File: src/rtl/txthr_pkg.sv
// Package: txthr_pkg
// Shared types for the transmit-threshold interrupt block.
// Assumes nothing beyond the types declared here.
package txthr_pkg;

    // Threshold select codes. The code values are fixed because software writes them.
    typedef enum logic [1:0] {
        THR_EMPTY   = 2'b00,
        THR_TWO     = 2'b01,
        THR_QUARTER = 2'b10,
        THR_HALF    = 2'b11
    } thr_sel_e;

    // The pair of flags that the block publishes.
    typedef struct packed {
        logic irq;
        logic stat;
    } tx_flags_t;

endpackage

File: src/rtl/txthr_thresh_dec.sv
// Module: txthr_thresh_dec
// Turns the two-bit select code into a fill-level threshold.
// Assumes DEPTH >= 8, so that the quarter and half thresholds are nonzero and ordered.
module txthr_thresh_dec
    import txthr_pkg::*;
#(
    parameter int DEPTH = 16,
    parameter int LVL_W = $clog2(DEPTH + 1)
) (
    input  logic [1:0]       sel,
    output logic [LVL_W-1:0] thr
);

    localparam logic [LVL_W-1:0] QUARTER = LVL_W'(DEPTH / 4);
    localparam logic [LVL_W-1:0] HALF    = LVL_W'(DEPTH / 2);

    thr_sel_e sel_e;
    assign sel_e = thr_sel_e'(sel);

    // Map each select code to its entry count.
    always_comb begin
        unique case (sel_e)
            THR_EMPTY:   thr = '0;
            THR_TWO:     thr = LVL_W'(2);
            THR_QUARTER: thr = QUARTER;
            THR_HALF:    thr = HALF;
            default:     thr = '0;
        endcase
    end

    // the decoded threshold never exceeds half the FIFO.
    always_comb begin
        AST_THR_BOUND: assert (thr <= HALF);
    end

endmodule

File: src/rtl/txthr_eval.sv
// Module: txthr_eval
// Combinational evaluation of the next interrupt and status flags.
// Assumes level is at most DEPTH and thr is a decoded threshold.
module txthr_eval
    import txthr_pkg::*;
#(
    parameter int DEPTH = 16,
    parameter int LVL_W = $clog2(DEPTH + 1)
) (
    input  logic [LVL_W-1:0] level,
    input  logic [LVL_W-1:0] thr,
    input  logic             fifo_en,
    input  logic             mode_en,
    output logic             mode_act,
    output tx_flags_t        nxt
);

    localparam logic [LVL_W-1:0] FULL = LVL_W'(DEPTH);

    logic is_empty;
    logic is_full;
    logic at_or_below;

    // Threshold behaviour needs both enables; disabled FIFOs override the mode bit.
    assign mode_act = fifo_en & mode_en;

    // Level comparisons shared by both behaviours.
    always_comb begin
        is_empty    = (level == '0);
        is_full     = (level == FULL);
        at_or_below = (level <= thr);
    end

    // Pick flag meanings according to the active behaviour.
    always_comb begin
        if (mode_act) begin
            nxt.irq  = at_or_below;
            nxt.stat = is_full;
        end else begin
            nxt.irq  = is_empty;
            nxt.stat = is_empty;
        end
    end

endmodule

File: src/rtl/txthr_out_reg.sv
// Module: txthr_out_reg
// Output register stage for the flag pair. Reset reports an empty transmitter with no interrupt.
// Assumes a synchronous, active-low reset.
module txthr_out_reg
    import txthr_pkg::*;
(
    input  logic      clk,
    input  logic      rst_n,
    input  tx_flags_t d,
    output tx_flags_t q
);

    // Capture the next flags on every rising edge.
    always_ff @(posedge clk) begin
        if (!rst_n) begin
            q.irq  <= 1'b0;
            q.stat <= 1'b1;
        end else begin
            q <= d;
        end
    end

endmodule

File: src/rtl/txthr_irq.sv
// Module: txthr_irq
// Top of the transmit-threshold interrupt block. It produces the registered transmit
// interrupt condition and the transmitter status bit from the FIFO level and control bits.
// Assumes a DEPTH-entry FIFO (DEPTH >= 8) whose level never exceeds DEPTH.
module txthr_irq
    import txthr_pkg::*;
#(
    parameter int DEPTH = 16,
    localparam int LVL_W = $clog2(DEPTH + 1)
) (
    input  logic             clk,
    input  logic             rst_n,
    input  logic [LVL_W-1:0] tx_level,
    input  logic             fifo_en,
    input  logic [1:0]       thr_sel,
    input  logic             thr_mode_en,
    output logic             tx_irq_cond,
    output logic             tx_stat
);

    logic [LVL_W-1:0] thr;
    logic             mode_act;
    tx_flags_t        nxt;
    tx_flags_t        q;

    txthr_thresh_dec #(.DEPTH(DEPTH), .LVL_W(LVL_W)) u_dec (
        .sel (thr_sel),
        .thr (thr)
    );

    txthr_eval #(.DEPTH(DEPTH), .LVL_W(LVL_W)) u_eval (
        .level    (tx_level),
        .thr      (thr),
        .fifo_en  (fifo_en),
        .mode_en  (thr_mode_en),
        .mode_act (mode_act),
        .nxt      (nxt)
    );

    txthr_out_reg u_reg (
        .clk   (clk),
        .rst_n (rst_n),
        .d     (nxt),
        .q     (q)
    );

    assign tx_irq_cond = q.irq;
    assign tx_stat     = q.stat;

    AST_LEVEL_RANGE: assert property (@(posedge clk) disable iff (!rst_n)
        tx_level <= LVL_W'(DEPTH));
    AST_FIFO_OFF_NO_THR: assert property (@(posedge clk) disable iff (!rst_n)
        (!fifo_en && tx_level != '0) |=> !tx_irq_cond);
    AST_ABOVE_THR_QUIET: assert property (@(posedge clk) disable iff (!rst_n)
        (mode_act && tx_level > thr) |=> !tx_irq_cond);
    AST_FULL_STAT: assert property (@(posedge clk) disable iff (!rst_n)
        (mode_act && tx_level == LVL_W'(DEPTH)) |=> tx_stat);
    AST_LEGACY_EMPTY: assert property (@(posedge clk) disable iff (!rst_n)
        (!mode_act && tx_level == '0) |=> (tx_irq_cond && tx_stat));

endmodule

File: config.mk
export PLATFORM = sky130hd
export DESIGN_NAME = txthr_irq
export DESIGN_NICKNAME = d
export VERILOG_FILES = /design/src/rtl/txthr_pkg.sv /design/src/rtl/txthr_thresh_dec.sv /design/src/rtl/txthr_eval.sv /design/src/rtl/txthr_out_reg.sv /design/src/rtl/txthr_irq.sv
export SDC_FILE = /design/constraint.sdc
export NUM_CORES = 1
export LEC_CHECK = 0
export BUFFER_PORTS_ARGS = -buffer_cell sky130_fd_sc_hd__buf_2
export CAP_MARGIN = 20
export CORE_AREA = 2 2 39 41
export CTS_CLUSTER_DIAMETER = 120
export DETAILED_ROUTE_END_ITERATION = 6
export DIE_AREA = 0 0 41 43
export PLACE_DENSITY_LB_ADDON = 0.3
export SLEW_MARGIN = 10
export SYNTH_ARGS = -nofsm -noshare
export SYNTH_HDL_FRONTEND = slang
export SYNTH_HIERARCHICAL = 1
export SYNTH_SLANG_ARGS = --single-unit
export TNS_END_PERCENT = 5
File: constraint.sdc
create_clock -name clk -period 1.69 [get_ports clk]
set_input_delay 0.2535 -clock clk [delete_from_list [all_inputs] [get_ports clk]]
set_output_delay 0.2535 -clock clk [all_outputs]
set_load 0.1 [all_outputs]
==> summary.md <==
| Metric | Value |
|---|---|
| Starting Density | 0.193 |
| Vias per cell | 3.86 |
| Gr usage total | 0.0719 |
| WS Path Type | primary input to flip-flop |
| Syn Area/Cell | 7.65 um^2 |
| Count of final max-slew check failures | 0 |
| First-pass DRT Iterations | 1 |
| Number of flip-flops in the largest register | 2 |
| Proportion of synthesized area in mux cells | 0 |
| Startpoint class of the critical path | primary input |
| VDD IR max | 0.0997 mV |
| Placer Congestion | 0.685 |
| Run status | finished clean |
| Mapped Cells | 35 |
| Layout cells sized above 1 | 0.388 |
| 1st-iter DRT viols | 0 |
| Max-cap violations | 0 |
| I/O Buffers | 12 |
| Main combinational cell family by area after synthesis | simple AND/OR/NAND/NOR gates |
| Initial antenna violation count | 0 |
| Final period util | 0.772 |
| Sum Neg Setup Slack | 0 ns |
| # nets final | 67 |
| Area grow syn2layout | 34.1% |
| Largest registers | u_reg/q: 2 flops |
| RSZ-0062 raised after global routing | no |
| Post-CTS Hold Buffers | 0 |
| Worst Path Required | 1.85 ns |
| Power Density | 629 nW/um^2 |
| Post-route ant nets | 0 |
| Synth Area in Simple Gates | 0.238 |
| Seq/Total Area, Yosys | 0.150 |
| CP endpoint kind | flip-flop |
| Routed WL | 462 um |
| Clock sink count | 2 |
| Largest net degree at the start of global routing | 4 |
| Post-CTS sizing | 0 |
| H-Tree Depth | 1 |
| Post-route minimum period | 1.31 ns |
| Hold Path Cell Cnt | 2 |
| Drt wl/cell | 7.11 um |
| Commonest non-fill, non-tap cell in the layout | buf_2 |
| Adder-Cell Fraction of Synth Area | 0.234 |
| Most flops, register | u_reg/q |
| Synthesized flop and latch total | 2 |
| LEAKAGE | 0.192 nW |
| DIE AREA | 1760 um^2 |
| Fin. Hold Viols | 0 |
| Final Total Pwr | 0.226 mW |
| Worst-path clk slew | 0.03 ns |
| Hold Path Sink | u_reg/q[0] |
| First-pass GRT wire length | 890 um |
| Vias | 251 |
| Root Driver | clkbuf_4 |
| Setup violations, final | 0 |
| Total CTS buffers | 3 |
| Fmax | 766 MHz |
| Post-DP HPWL | 426 um |
| Antenna Cells | 0 |
| Core ar. | 1380 um^2 |
| YS warnings | 6 |
| Number of global-route vias before repair | 246 |
| Post-synth cell types | 18 |
| Post-route DRC | 0 |
| Clk buf depth | 2 |
| Mapped cell area | 268 um^2 |
| HP Start | rst_n |
| Setup Fix Bufs, Post-CTS | 0 |
| Worst endpoint data arrival time | 1.47 ns |
| Total grt overflow | 0 |
| Crit Path Max Fanout | 3 |
| CTS tree | done |
| Die X-Extent | 41 um |
| Ports | 13 |
| Most frequent cells in the layout | 12 x buf_2, 7 x inv_1, 5 x ha_1 |
| Die Y | 43 um |
| Post-Synth XOR/XNOR Area | 0 |
| Rows | 14 |
| Synth Area in Compound Gates | 0.210 |
| Hold Path Class | primary input to flip-flop |
==> through the flow <==
step	area [um^2]	util	setup slack [ns]	std cells	hold slack, ns
final	359	0.259	0.385	65	0.216
after detailed placement	337	0.243	0.157	62	0.448
after global routing	359	0.259	0.282	65	0.228
after CTS	359	0.259	0.390	65	0.213
after global placement	337	0.243	0.176	62	0.442
after floorplan	272	-	0.357	36	0.327
==> area by class of cell <==
type                    instances  area, um^2
inverters                       7        26.3
flip-flops and latches          2        40.0
fillers                       154        1020
well taps                      16        20.0
multi-input cells              25         190
repair buffers                 12        60.1
clock buffers                   3        22.5
==> power by group <==
group | switching, mW | internal (mW)
Combinational | 0.0454 | 0.0278
Sequential | 0.000444 | 0.0502
Clock | 0.0239 | 0.0780
Total | 0.0697 | 0.156
==> logic make-up (layout without fill, tap and decap cells) <==
logic type | after synthesis | after routing
buffers and inverters | 9 | 22
AOI/OAI and AO/OA | 8 | 8
DFF | 2 | 2
other | 1 | 2
adders and majority gates | 5 | 5
and+or+nand+nor | 10 | 10
==> routing by layer <==
layer | wire length (um) | track usage | part of all wire
met5 | 0 | 0 | 0
met4 | 0 | 0.0600 | 0
met2 | 198 | 0.100 | 0.43
met3 | 38 | 0 | 0.082
met1 | 225 | 0.0981 | 0.49
==> critical path, cell delays in order <==
cell	delay, ns
buf_2	0.11
and2b_2	0.19
inv_1	0.04
ha_1	0.28
nand4_1	0.13
o32ai_2	0.21
o21bai_1	0.13
and2_1	0.12
==> worst max path at each step <==
| stage | start | endpoint | slack (ns) | depth (start not counted) |
|---|---|---|---|---|
| final | thr_sel[0] | u_reg/q[1] | 0.38 | 8 |
| after global placement | thr_sel[0] | u_reg/q[1] | 0.18 | 8 |
| after detailed placement | thr_sel[0] | u_reg/q[1] | 0.16 | 8 |
| after floorplan | thr_sel[0] | u_reg/q[1] | 0.36 | 7 |
| after CTS | thr_sel[0] | u_reg/q[1] | 0.39 | 8 |
| after global routing | thr_sel[0] | u_reg/q[1] | 0.28 | 8 |
==> synth_stat cells <==
master    instances  area (um^2)
nor2b_1           1         6.26
nand2b_1          1         6.26
and2_2            1         7.51
and2_1            1         6.26
or4_4             1         11.3
conb_1            1         3.75
nand2_1           3         11.3
buf_4             2         15.0
ha_1              5         62.6
a21o_1            1         7.51
inv_1             7         26.3
o21ai_0           2         10.0
dfxtp_1           2         40.0
nand4_1           1         6.26
o32ai_2           1         16.3
and2b_2           1         8.76
o21bai_1          1         7.51
a21oi_1           3         15.0
Power figures use the tool's default switching activity.
